`config.mk`:
```
export PLATFORM = sky130hd
export DESIGN_NAME = evq_ring_ctrl
export DESIGN_NICKNAME = d
export VERILOG_FILES = /design/src/rtl/evq_pkg.sv /design/src/rtl/evq_regdec.sv /design/src/rtl/evq_queue.sv /design/src/rtl/evq_wraddr.sv /design/src/rtl/evq_ring_ctrl.sv
export SDC_FILE = /design/constraint.sdc
export NUM_CORES = 1
export LEC_CHECK = 0
export ABC_CLOCK_PERIOD_IN_PS = 2850
export BUFFER_PORTS_ARGS = -buffer_cell sky130_fd_sc_hd__buf_2
export CAP_MARGIN = 0
export CORE_ASPECT_RATIO = 1.1
export CORE_UTILIZATION = 30
export DETAILED_ROUTE_END_ITERATION = 10
export PLACE_DENSITY_LB_ADDON = 0.15
export SLEW_MARGIN = 20
export SYNTH_ARGS = -nofsm -noshare
export SYNTH_HDL_FRONTEND = slang
export SYNTH_SLANG_ARGS = --single-unit
```
`constraint.sdc`:
```
create_clock -name clk -period 2.85 [get_ports clk]
set_input_delay 0.1425 -clock clk [delete_from_list [all_inputs] [get_ports clk]]
set_output_delay 0.1425 -clock clk [all_outputs]
set_load 0.01 [all_outputs]
```
`src/rtl/evq_pkg.sv`:
```
package evq_pkg;
    localparam int PTR_W   = 7;
    localparam int EN_BIT  = 44;
    localparam int OVF_BIT = 57;

    typedef enum logic [2:0] {
        GRP_SET   = 3'd0,
        GRP_CLR   = 3'd1,
        GRP_STAT  = 3'd2,
        GRP_TAIL  = 3'd3,
        GRP_HEAD  = 3'd4
    } grp_e;

    localparam logic [2:0] ST_IDLE = 3'b001;
    localparam logic [2:0] ST_ACT  = 3'b010;
    localparam logic [2:0] ST_ERR  = 3'b100;

    typedef struct packed {
        logic             en;
        logic             ovf;
        logic [PTR_W-1:0] head;
        logic [PTR_W-1:0] tail;
    } qstate_t;
endpackage

```
`src/rtl/evq_regdec.sv`:
```
module evq_regdec #(
    parameter int NQ = 4,
    parameter int QW = 2
) (
    input  logic          reg_wr,
    input  logic [QW+2:0] reg_addr,
    input  logic [63:0]   reg_wdata,
    output logic [NQ-1:0] set_en,
    output logic [NQ-1:0] clr_en,
    output logic [NQ-1:0] set_ovf,
    output logic [NQ-1:0] clr_ovf,
    output logic [NQ-1:0] head_wr,
    output logic [NQ-1:0] tail_wr
);
    import evq_pkg::*;

    logic [2:0]    grp;
    logic [QW-1:0] qsel;

    assign grp  = reg_addr[QW+2:QW];
    assign qsel = reg_addr[QW-1:0];

    for (genvar i = 0; i < NQ; i++) begin : g_dec
        logic hit;
        assign hit        = reg_wr && (qsel == QW'(i));
        assign set_en[i]  = hit && (grp == GRP_SET)  && reg_wdata[EN_BIT];
        assign clr_en[i]  = hit && (grp == GRP_CLR)  && reg_wdata[EN_BIT];
        assign set_ovf[i] = hit && (grp == GRP_SET)  && reg_wdata[OVF_BIT];
        assign clr_ovf[i] = hit && (grp == GRP_CLR)  && reg_wdata[OVF_BIT];
        assign head_wr[i] = hit && (grp == GRP_HEAD);
        assign tail_wr[i] = hit && (grp == GRP_TAIL);
    end
endmodule

```
`src/rtl/evq_queue.sv`:
```
module evq_queue #(
    parameter int ENTRIES = 128
) (
    input  logic                      clk,
    input  logic                      rst_n,
    input  logic                      ev_req,
    input  logic                      set_en,
    input  logic                      clr_en,
    input  logic                      set_ovf,
    input  logic                      clr_ovf,
    input  logic                      head_wr,
    input  logic                      tail_wr,
    input  logic [evq_pkg::PTR_W-1:0] wptr,
    output logic                      en,
    output logic                      ovf,
    output logic [evq_pkg::PTR_W-1:0] head,
    output logic [evq_pkg::PTR_W-1:0] tail,
    output logic                      accept,
    output logic [2:0]                state,
    output logic                      pending
);
    import evq_pkg::*;

    localparam logic [PTR_W-1:0] LAST = PTR_W'(ENTRIES - 1);

    qstate_t          s_q, s_d;
    logic [PTR_W-1:0] nxt_tail;
    logic             full;
    logic             drop_full;

    always_comb begin
        nxt_tail  = (s_q.tail == LAST) ? '0 : s_q.tail + 1'b1;
        full      = (nxt_tail == s_q.head);
        accept    = ev_req && s_q.en && !full;
        drop_full = ev_req && s_q.en && full;

        s_d = s_q;
        if (accept)    s_d.tail = nxt_tail;
        if (drop_full) s_d.ovf  = 1'b1;
        if (set_en)    s_d.en   = 1'b1;
        if (clr_en)    s_d.en   = 1'b0;
        if (set_ovf)   s_d.ovf  = 1'b1;
        if (clr_ovf)   s_d.ovf  = 1'b0;
        if (head_wr)   s_d.head = wptr;
        if (tail_wr)   s_d.tail = wptr;
    end

    always_ff @(posedge clk or negedge rst_n) begin
        if (!rst_n) s_q <= '0;
        else        s_q <= s_d;
    end

    assign en      = s_q.en;
    assign ovf     = s_q.ovf;
    assign head    = s_q.head;
    assign tail    = s_q.tail;
    assign state   = !s_q.en ? ST_IDLE : (s_q.ovf ? ST_ERR : ST_ACT);
    assign pending = s_q.en && (s_q.head != s_q.tail);

    // a disabled queue keeps its tail unless software writes it
    p_idle_frozen_r5: assert property (@(posedge clk) disable iff (!rst_n)
        (!s_q.en && !tail_wr) |=> (s_q.tail == $past(s_q.tail)));

    // a request against a full queue leaves overflow set
    p_full_sets_ovf_r4: assert property (@(posedge clk) disable iff (!rst_n)
        (ev_req && s_q.en && full && !clr_ovf) |=> s_q.ovf);

    // an accepted record always moves the tail
    p_accept_moves_r3: assert property (@(posedge clk) disable iff (!rst_n)
        (accept && !tail_wr) |=> (s_q.tail != $past(s_q.tail)));
endmodule

```
`src/rtl/evq_wraddr.sv`:
```
module evq_wraddr #(
    parameter int          ADDR_W  = 48,
    parameter logic [47:0] BASE    = 48'h0,
    parameter int          QW      = 2,
    parameter int          REC_SH  = 6,
    parameter int          Q_SH    = 13
) (
    input  logic                      clk,
    input  logic                      rst_n,
    input  logic                      accept,
    input  logic [QW-1:0]             qidx,
    input  logic [evq_pkg::PTR_W-1:0] tail,
    output logic                      mem_we,
    output logic [ADDR_W-1:0]         mem_addr
);
    logic              we_d, we_q;
    logic [ADDR_W-1:0] addr_d, addr_q;

    always_comb begin
        we_d   = accept;
        addr_d = addr_q;
        if (accept)
            addr_d = ADDR_W'(BASE) + (ADDR_W'(qidx) << Q_SH) + (ADDR_W'(tail) << REC_SH);
    end

    always_ff @(posedge clk or negedge rst_n) begin
        if (!rst_n) begin
            we_q   <= 1'b0;
            addr_q <= '0;
        end else begin
            we_q   <= we_d;
            addr_q <= addr_d;
        end
    end

    assign mem_we   = we_q;
    assign mem_addr = addr_q;
endmodule

```
`src/rtl/evq_ring_ctrl.sv`:
```
module evq_ring_ctrl #(
    parameter int          NQ          = 4,
    parameter int          ENTRIES     = 128,
    parameter int          ADDR_W      = 48,
    parameter logic [47:0] BASE        = 48'h0000_8000_0000,
    parameter int          REC_BYTES   = 64,
    parameter int          QUEUE_BYTES = 8192,
    localparam int         QW          = $clog2(NQ)
) (
    input  logic              clk,
    input  logic              rst_n,
    input  logic              reg_wr,
    input  logic [QW+2:0]     reg_addr,
    input  logic [63:0]       reg_wdata,
    output logic [63:0]       reg_rdata,
    input  logic              ev_valid,
    input  logic [QW-1:0]     ev_queue,
    output logic              mem_we,
    output logic [ADDR_W-1:0] mem_addr,
    output logic [NQ-1:0]     irq_pending
);
    import evq_pkg::*;

    localparam int REC_SH = $clog2(REC_BYTES);
    localparam int Q_SH   = $clog2(QUEUE_BYTES);

    logic [NQ-1:0]    set_en, clr_en, set_ovf, clr_ovf, head_wr, tail_wr;
    logic [NQ-1:0]    en_v, ovf_v, acc_v, req_v;
    logic [PTR_W-1:0] head_v [NQ];
    logic [PTR_W-1:0] tail_v [NQ];
    logic [2:0]       state_v [NQ];

    evq_regdec #(.NQ(NQ), .QW(QW)) u_dec (
        .reg_wr   (reg_wr),
        .reg_addr (reg_addr),
        .reg_wdata(reg_wdata),
        .set_en   (set_en),
        .clr_en   (clr_en),
        .set_ovf  (set_ovf),
        .clr_ovf  (clr_ovf),
        .head_wr  (head_wr),
        .tail_wr  (tail_wr)
    );

    for (genvar i = 0; i < NQ; i++) begin : g_q
        assign req_v[i] = ev_valid && (ev_queue == QW'(i));
        evq_queue #(.ENTRIES(ENTRIES)) u_q (
            .clk    (clk),
            .rst_n  (rst_n),
            .ev_req (req_v[i]),
            .set_en (set_en[i]),
            .clr_en (clr_en[i]),
            .set_ovf(set_ovf[i]),
            .clr_ovf(clr_ovf[i]),
            .head_wr(head_wr[i]),
            .tail_wr(tail_wr[i]),
            .wptr   (reg_wdata[PTR_W-1:0]),
            .en     (en_v[i]),
            .ovf    (ovf_v[i]),
            .head   (head_v[i]),
            .tail   (tail_v[i]),
            .accept (acc_v[i]),
            .state  (state_v[i]),
            .pending(irq_pending[i])
        );
    end

    evq_wraddr #(
        .ADDR_W(ADDR_W), .BASE(BASE), .QW(QW), .REC_SH(REC_SH), .Q_SH(Q_SH)
    ) u_wa (
        .clk     (clk),
        .rst_n   (rst_n),
        .accept  (acc_v[ev_queue]),
        .qidx    (ev_queue),
        .tail    (tail_v[ev_queue]),
        .mem_we  (mem_we),
        .mem_addr(mem_addr)
    );

    logic [2:0]    rgrp;
    logic [QW-1:0] rq;
    assign rgrp = reg_addr[QW+2:QW];
    assign rq   = reg_addr[QW-1:0];

    always_comb begin
        reg_rdata = '0;
        case (rgrp)
            GRP_SET, GRP_CLR: begin
                reg_rdata[EN_BIT]  = en_v[rq];
                reg_rdata[OVF_BIT] = ovf_v[rq];
            end
            GRP_STAT: reg_rdata[2:0] = state_v[rq];
            GRP_TAIL: begin
                reg_rdata[PTR_W-1:0] = tail_v[rq];
                reg_rdata[OVF_BIT]   = ovf_v[rq];
            end
            GRP_HEAD: reg_rdata[PTR_W-1:0] = head_v[rq];
            default:  reg_rdata = '0;
        endcase
    end

    // a memory write only follows a request
    p_we_after_req_r3: assert property (@(posedge clk) disable iff (!rst_n)
        mem_we |-> $past(ev_valid));

    // a request to a disabled queue writes nothing
    p_no_write_disabled_r5: assert property (@(posedge clk) disable iff (!rst_n)
        (ev_valid && !en_v[ev_queue]) |=> !mem_we);
endmodule

```
* Yosys cells after proc, flatten, opt, wreduce, memory -nomap -nowiden
Cells that the tools add are included.
Storage, ports and cells: bits in registers 113, input port bits 75, output and inout bits 117, logic and storage cells 191
Cells by class: $add $sub $neg 6, order comparisons 4, eq/ne operators 22, mux-type cells 62, bitwise gates (word level) 2, reduce and logical (&&, ||, !) cells 77
Operators by type and width (count):
- $mux W7 | 18
- $logic_and A1 B1 Y1 | 56
- $add A48 B13 Y48 | 1
- $bmux W7 S2 | 3
- $add A32 B15 Y33 const A | 1
- $mux W3 | 10
- $add A7 B1 Y7 const B | 4
- $eq A7 B7 Y1 | 4
- $eq A7 B7 Y1 const B | 4
- $ne A7 B7 Y1 | 4
- $mux W1 | 25
- $reduce_bool A2 Y1 | 8
- $reduce_bool A3 Y1 | 4
- $pmux W3 S3 | 1
- $eq A2 B2 Y1 const B | 4
- $pmux W4 S2 | 1
- $bmux W1 S2 | 3
- $bmux W3 S2 | 1
- $eq A3 B2 Y1 const B | 2
- $ge A3 B3 Y1 const B | 2
- $lt A2 B3 Y1 const B | 2
- $not A2 Y3 | 2
- $eq A2 B1 Y1 const B | 2
- $logic_not A1 Y1 | 4
- other kinds (6) | 7

* Depth between registers and ports, before layout
Gate-level depths: netlist of run 1.
depth in word-level cells 7, depth in mapped cells 10, depth with buffers taken out 8

* Cells and area by module
Synthesis of run 1 repeated with hierarchy kept, for this count alone.
Unflattened totals: cells, all modules 725, area total of the unflattened synthesis 6707.7 um^2
By module, submodules not included:
- evq_queue | instances 4, cells an instance 126, area an instance 1122.3 um^2, seq. area each 400.4 um^2
- evq_ring_ctrl | instances 1, cells an instance 125, area an instance 1312.5 um^2, seq. area each 0.0 um^2
- evq_wraddr | instances 1, cells an instance 61, area an instance 716.9 um^2, seq. area each 275.3 um^2
- evq_regdec | instances 1, cells an instance 35, area an instance 188.9 um^2, seq. area each 0.0 um^2

* Worst setup path before layout of run 1
OpenSTA, ideal clock, no wires.
path type flip-flop to flip-flop, start register g_q[3].u_q.s_q, in the netlist g_q[3].u_q.tail[1], end register u_wa.addr_q[7], in the netlist u_wa.mem_addr[7], library setup time 125 ps, arrival 2768 ps, required time 2725 ps, slack -43 ps, stages on the path, launching flop included 10, path buffers 1, period minus slack after synthesis 2893 ps, path through dfrtp_1 -> ha_1 -> and4_1 -> and3_1 -> o21ai_0 -> o2111ai_2 -> and2_1 -> buf_2 -> nor4_4 -> mux2_4
On the way: word-level cells in the longest chain between the ends 7, elaborated cells between the ends (all ways) 12, those cells by class add/sub: 2; eq/ne: 2; mux: 6; reduce/logical: 2
Ends and longest elaborated chain:
- from (decl) | RTL line evq_queue.sv:26 | qstate_t s_q, s_d;
- from (signal assigned) | RTL line evq_queue.sv:49 | if (!rst_n) s_q <= '0;
- from (signal assigned) | RTL line evq_queue.sv:50 | else s_q <= s_d;
- parallel branches: the longest is 7 deep, another holds $add A48 B13 Y48
- to (signal assigned) | RTL line evq_wraddr.sv:32 | addr_q <= addr_d;
- to (decl) | RTL line evq_wraddr.sv:17 | logic [ADDR_W-1:0] addr_d, addr_q;
Several ways; the timed one is not identified. The select of a mux whose other input is x is not followed. A chain may end at the register's enable or synchronous reset.

* Worst setup path in the final report of run 1
start register g_q[0].u_q.s_q, in the netlist g_q[0].u_q.tail[2], end register u_wa.addr_q[10], in the netlist u_wa.mem_addr[10]
On the way: word-level cells in the longest chain between the ends 7, elaborated cells between the ends (all ways) 12, those cells by class add/sub: 2; eq/ne: 2; mux: 6; reduce/logical: 2
Ends and longest elaborated chain (RTL line):
- from (decl) | evq_queue.sv:26
- from (signal assigned) | evq_queue.sv:49
- from (signal assigned) | evq_queue.sv:50
- parallel branches: the longest is 7 deep, another holds $add A48 B13 Y48
Several ways; the timed one is not identified. The select of a mux whose other input is x is not followed.

==> results.md, run 1 <==
* Final RePlAce weighted congestion at 0.872
* Root cell of the clock tree: clkbuf_16
* Layout Cells excl Fill at 1027
* Minimum clock period at 2680 ps
* DR vias at 5173
* Total grt overflow at 0
* Main flop type after synthesis: dfrtp_1
* Max Slew Vio Count at 0
* IO Pins at 192
* CTS max path bufs at 2
* Clk sinks at 75
* RSZ-0062 raised after global routing: no
* Hold Crit Class: in -> reg
* Ant diodes at 0
* Die width at 142 um
* Global-route wire length before repair at 29500 um
* P per Cell Area at 812 nW/um^2
* Area growth syn-to-layout at 9.44%
* Synth warn at 0
* Library cells used by synthesis at 71
* Final Hold Fails at 0
* Setup violators final at 0
* Slew margin rel. at 51.5%
* Vias in the first global route at 4823
* Final Cycle Share at 94.1%
* Post-synthesis cell count at 696
* Number of synthesized register bits at 75
* Layout cells sized above 1 at 23.6%
* H-tree Lvls at 3
* Die area at 22100 um^2
* Worst EP required at 3090 ps
* Clock Latency Late Sink at 350 ps
* Status: completed
* CTS tree: yes
* CTS Buf Count at 9
* Post-CTS setup buffers at 0
* Startpoint Class: flip-flop
* Final Skew at 9.09 ps
* Largest net degree at the start of global routing at 76
* Core box area at 20900 um^2
* Setup Slack @ Placement at 142 ps
* PortBufs at 43
* Critical path class: reg -> reg
* CP Capture Type: flip-flop
* Top area cells in the synthesized netlist: dfrtp_1 (29%), buf_4 (12%), mux4_2 (7.3%)
* Avg Cell Area, Syn at 9.27 um^2
* Total GRT Usage at 18.2%
* Netlist Area Pre-Place at 6450 um^2
* Die span in y at 156 um
* Vias per cell at 5.04
* DRC violations left at 0
* Site Rows at 55
* CP max FO at 10
* Post-synth ARST share at 100%
* Post-synth EDFFs at 0
* Nets at 816
* HPWL Detailed at 15100 um
* Worst Tran Pin Value at 728 ps
* Setup ws final at 169 ps
* Clock transition at path regs at 60 ps
* Sequential-to-total area share from yosys stat at 29.1%
* Final Total Pwr at 0.00573 W
* Arr. time, crit path at 2920 ps
* Cells after DPL at 1010
* Starting density of the core at 30.9%
* Peak VDD IR at 0.228 mV
* Pre-Repair DR Iteration Count at 5
* Max Cap Viol at 0
* Lkg Pwr at 2.94 nW
* Routed len/inst at 19.1 um
* Final Routed Wirelength at 19600 um
* Leading area contributor after synthesis: dfrtp_1
* ANT nets after route at 0
* Yosys top cell area share at 29.1%
* Final setup TNS at 0 ps
* Max Freq at 373 MHz
* DRT iter0 DRCs at 380
* Antenna violations before repair at 0
-- final cells by class --
cell class	count	area (um^2)
Inverter	19	71.3
Timing Repair Buffer	82	529
Clock buffer	9	225
Multi-Input combinational cell	550	3920
Clock inverter	7	78.8
Sequential cell	75	1880
Fill cell	2177	13800
Tap cell	285	357
-- registers in the layout, summed over array words and instances (netlist names) --
signal         cells
g_q.u_q.head      28
g_q.u_q.tail      28
u_wa.mem_addr     10
g_q.u_q.en         4
g_q.u_q.ovf        4
u_wa.mem_we        1
-- cells in the mapped netlist, types with 5 or more instances --
cell	number
nand3_1	19
buf_2	18
nand2_1	41
buf_1	5
a21oi_1	32
nor2b_1	5
mux2_4	7
inv_1	19
mux2_2	27
o31ai_1	5
nand3b_1	6
a211oi_1	12
mux4_2	21
or3_1	8
xor2_1	17
dfrtp_1	75
nand2b_1	9
o211ai_1	6
o21ai_0	33
a31oi_1	11
clkbuf_1	21
nand4_1	11
xnor2_1	31
buf_4	100
nor2_1	53
mux2i_1	14
and2_1	10
o31a_1	5
-- routing by layer --
layer | vias to the layer above | global-route usage (%) | part of all wire, %
met1 | 2556 | 24.2 | 45
li1 | 2383 | - | -
met3 | 23 | 2.70 | 4.7
met5 | - | 0 | 0
met4 | 0 | 6.04 | 1.8
met2 | 211 | 30.1 | 48
-- what timing repair did --
| item | in CTS | in global routing |
|---|---|---|
| hold endpoints to repair | 0 | 75 |
| resized for setup | 0 | 3 |
| setup endpoints to repair | 0 | 7 |
| hold buffers | 0 | 1 |
-- through the flow --
stage	area, um^2	hold WS, ps	util, %
after floorplan	6810	-153	-
after global placement	6740	379	32.3
after detailed placement	6740	390	32.3
after CTS	7040	12.3	33.8
after global routing	7060	124	33.9
final	7060	112	33.9
-- path summary, 6_finish.rpt --
path / start / end / slack [ps] / cells after the start
max: g_q[0].u_q.tail[2]$_DFFE_PN0P_ / u_wa.mem_addr[10]$_DFFE_PN0P_ / 170 / 8
min: reg_wdata[57] / g_q[0].u_q.ovf$_DFFE_PN0P_ / 110 / 3
max reg2reg: g_q[0].u_q.tail[2]$_DFFE_PN0P_ / u_wa.mem_addr[10]$_DFFE_PN0P_ / 170 / 8
min reg2reg: u_wa.mem_addr[31]$_DFFE_PN0P_ / u_wa.mem_addr[31]$_DFFE_PN0P_ / 460 / 1
max in group asynchronous: rst_n / g_q[1].u_q.tail[4]$_DFFE_PN0P_ / 1920 / 2
min in group asynchronous: rst_n / g_q[3].u_q.tail[3]$_DFFE_PN0P_ / 390 / 2
-- cell families after synthesis --
group	after synthesis	synth area share [%]
adders and majority gates	4	0.776
and+or+nand+nor	193	15.9
DFF	75	29.1
AOI/OAI and AO/OA	141	15.3
xor gates and xnor gates	48	6.52
muxes	71	16.7
other	1	0.0581
buffers and inverters	163	15.6
-- power breakdown --
part / switching (W) / leakage [nW] / internal (W)
Sequential: 0.000468 / 0.929 / 0.00138
Combinational: 0.00140 / 1.88 / 0.00130
Clock: 0.000505 / 0.138 / 0.000682
Total: 0.00237 / 2.94 / 0.00336
-- cells in the final DEF (no fill, tap or decap), types with 7 or more instances in the layout --
cell	n
conb_1	93
dfrtp_1	74
nor2_1	52
buf_2	42
nand2_1	41
buf_4	37
o21ai_0	32
a21oi_1	32
xnor2_1	31
mux2_2	27
mux4_2	21
inv_1	19
nand3_1	19
xor2_1	17
mux2i_1	14
a211oi_1	12
a31oi_1	11
nand4_1	11
nand2b_1	9
and2_1	9
clkbuf_16	9
or3_1	8
mux2_4	7
-- worst max-delay path, stage by stage, from the launching register on --
cell and delay [ps]:
dfrtp_1 600, and3_1 290, a21boi_1 90, o31a_1 260
nor4b_2 430, a21oi_2 140, nor4_4 280, buf_12 180
mux2_4 300
(Power assumes the default switching activity.)
==> inputs of run 2 (changes only) <==
Settings changed: BUFFER_PORTS_ARGS -buffer_cell sky130_fd_sc_hd__buf_2 to not set, DONT_BUFFER_PORTS set to 1.
==> run 2 against run 1 <==
Against the previous run: first-iteration DRC count rose by 32%; largest power group unchanged; clock power fell by 7%; combinational power barely moved; via count fell by 0.41%.
==> results.md, run 2 (same netlist as run 1, synthesis figures left out) <==
* Hold wc startpoint: reg_wdata[3]
* DR vias at 5152
* Comb pwr share at 47.6%
* Multi-input gate area at 3940 um^2
* CP max stage delay at 460 ps
* Final Skew at 10.5 ps
* Clock transition at path regs at 60 ps
* H-tree Lvls at 3
* Nets at 790
* Clock Power Share at 19.6%
* Largest net degree at the start of global routing at 76
* Slew margin rel. at 49.8%
* Met3 Wirelength at 1610 um
* Max Cap Viol at 0
* HPWL Detailed at 15100 um
* Total GRT Usage at 18.6%
* Reg-to-reg critical path startpoint: g_q[1].u_q.tail[0]$_DFFE_PN0P_
* Die area at 22100 um^2
* RSZ-0062 raised after global routing: no
* Worst path bufs/invs at 1
* Worst path slowest cell: dfrtp_1
* Worst EP required at 3080 ps
* Critical path class: reg -> reg
* Commonest non-fill, non-tap cell in the layout: conb_1
* CTS tree: yes
* R2R setup slack at 140 ps
* FF+latch area at 1880 um^2
* Sequential share of power at 32.8%
* Highest routed layer: met4
* Final setup TNS at 0 ps
* Antenna violations before repair at 2
* Fillers at 2151
* Net Sw Power at 0.00238 W
* Layout cells sized above 1 at 19.4%
* Hold Crit Class: in -> reg
* Critical path, cell by cell: ha_4, and2_1, nor4b_2, a21oi_1, nor4_4, a21oi_2, nor4_4, buf_12, mux2_4
* CTS max path bufs at 2
* Status: completed
* Vias in the first global route at 4706
* Startpoint Class: flip-flop
* Met1 wire length at 8420 um
* IO Pins at 192
* Hold Slack at 38.2 ps
* Vias per cell at 5.14
* Area growth syn-to-layout at 8.65%
* R2r endpoint: u_wa.mem_addr[9]$_DFFE_PN0P_
* ANT nets after route at 0
* Depth of the most critical reg-to-reg path at 9
* PortBufs at 0
* Crit path max-delay family: simple AND/OR/NAND/NOR gates
* CP Capture Type: flip-flop
* Die span in y at 156 um
* Hold path cells at 2
* Die width at 142 um
* Final Total Pwr at 0.00567 W
* Final Hold Fails at 0
* Arr. time, crit path at 2940 ps
* DRC violations left at 0
* Sw Share at 42.0%
* Core box area at 20900 um^2
* Worst Setup SP: g_q[1].u_q.tail[0]$_DFFE_PN0P_
* Final Cycle Share at 95.1%
* Max Freq at 369 MHz
* Global-route wire length before repair at 30100 um
* Peak VDD IR at 0.244 mV
* Lkg Pwr at 2.83 nW
* Most frequent CP cell: nor4_4
* Starting density of the core at 30.9%
* Final RePlAce weighted congestion at 0.849
* CTS Buf Count at 9
* CP max FO at 9
* DRT iter0 DRCs at 503
* Cell Int Power at 0.00329 W
* Clock Latency Late Sink at 350 ps
* P per Cell Area at 809 nW/um^2
* Routed len/inst at 20.2 um
* Metal2 WL at 9770 um
* Commonest cells after routing, fill and taps aside: conb_1 (93), dfrtp_1 (74), nor2_1 (53)
* Setup violators final at 0
* Clk sinks at 75
* Max Slew Vio Count at 0
* Hold Path Sink: g_q[1].u_q.tail[3]$_DFFE_PN0P_
* Total grt overflow at 0
* Root cell of the clock tree: clkbuf_16
* Worst Tran Pin Value at 750 ps
* Minimum clock period at 2710 ps
* Pre-Repair DR Iteration Count at 5
* Final Routed Wirelength at 20200 um
* Site Rows at 55
run 2: cell types whose count changed in the layout (fill, tap and decap cells not counted), moves of 2 or more:
cell and delta:
diode_2 +2, dlygate4sd3_1 +11, buf_4 +5, clkinvlp_4 -2
buf_2 -42, clkinv_2 +2
run 2: final cells by class:
| cell class | count | share of cell area, % |
|---|---|---|
| clock inverters | 7 | 0.750 |
| repair buffers | 56 | 6.89 |
| diodes | 2 | 0.0714 |
| clock buffers | 9 | 3.21 |
| multi-input cells | 550 | 56.2 |
| well taps | 285 | 5.09 |
| flip-flops and latches | 75 | 26.8 |
| inverters | 19 | 1.02 |
run 2: repair_timing:
| item | CTS | global route |
|---|---|---|
| hold buffers | 13 | 0 |
| resized for setup | 0 | 5 |
| buffers inserted | 0 | 7 |
| endpoints found under the setup margin | 0 | 8 |
| endpoints found under the hold margin | 137 | 0 |
run 2: power groups by stage:
stage	combinational (W)	sequential [W]	clock (W)
after floorplan	0.00214	0.00164	0
final	0.00270	0.00186	0.00111
after CTS	0.00259	0.00185	0.00114
after global placement	0.00250	0.00186	0
after global routing	0.00293	0.00192	0.00119
after detailed placement	0.00252	0.00187	0
run 2: how the worst max path moves through the flow:
stage,endpoint,depth (start not counted)
CTS,u_wa.mem_addr[9]$_DFFE_PN0P_,9
global placement,u_wa.mem_addr[8]$_DFFE_PN0P_,9
detailed placement,u_wa.mem_addr[9]$_DFFE_PN0P_,9
floorplan,u_wa.mem_addr[7]$_DFFE_PN0P_,9
finish,u_wa.mem_addr[9]$_DFFE_PN0P_,9
global route,u_wa.mem_addr[9]$_DFFE_PN0P_,8
run 2: per-stage QoR:
stage	std cells	cell area [um^2]	util [%]	setup slack [ps]
floorplan	788	6810	-	0.286
global placement	965	6510	31.2	84.6
detailed placement	965	6510	31.2	44.0
CTS	994	6930	33.2	25.7
global route	1003	7010	33.6	1.74
finish	1003	7010	33.6	140
run 2: per-layer routing:
metal / up-vias / GRT usage (%)
met5: - / 0
met4: 0 / 6.81
met3: 28 / 5.59
met2: 262 / 30.3
met1: 2526 / 23.1
li1: 2336 / -
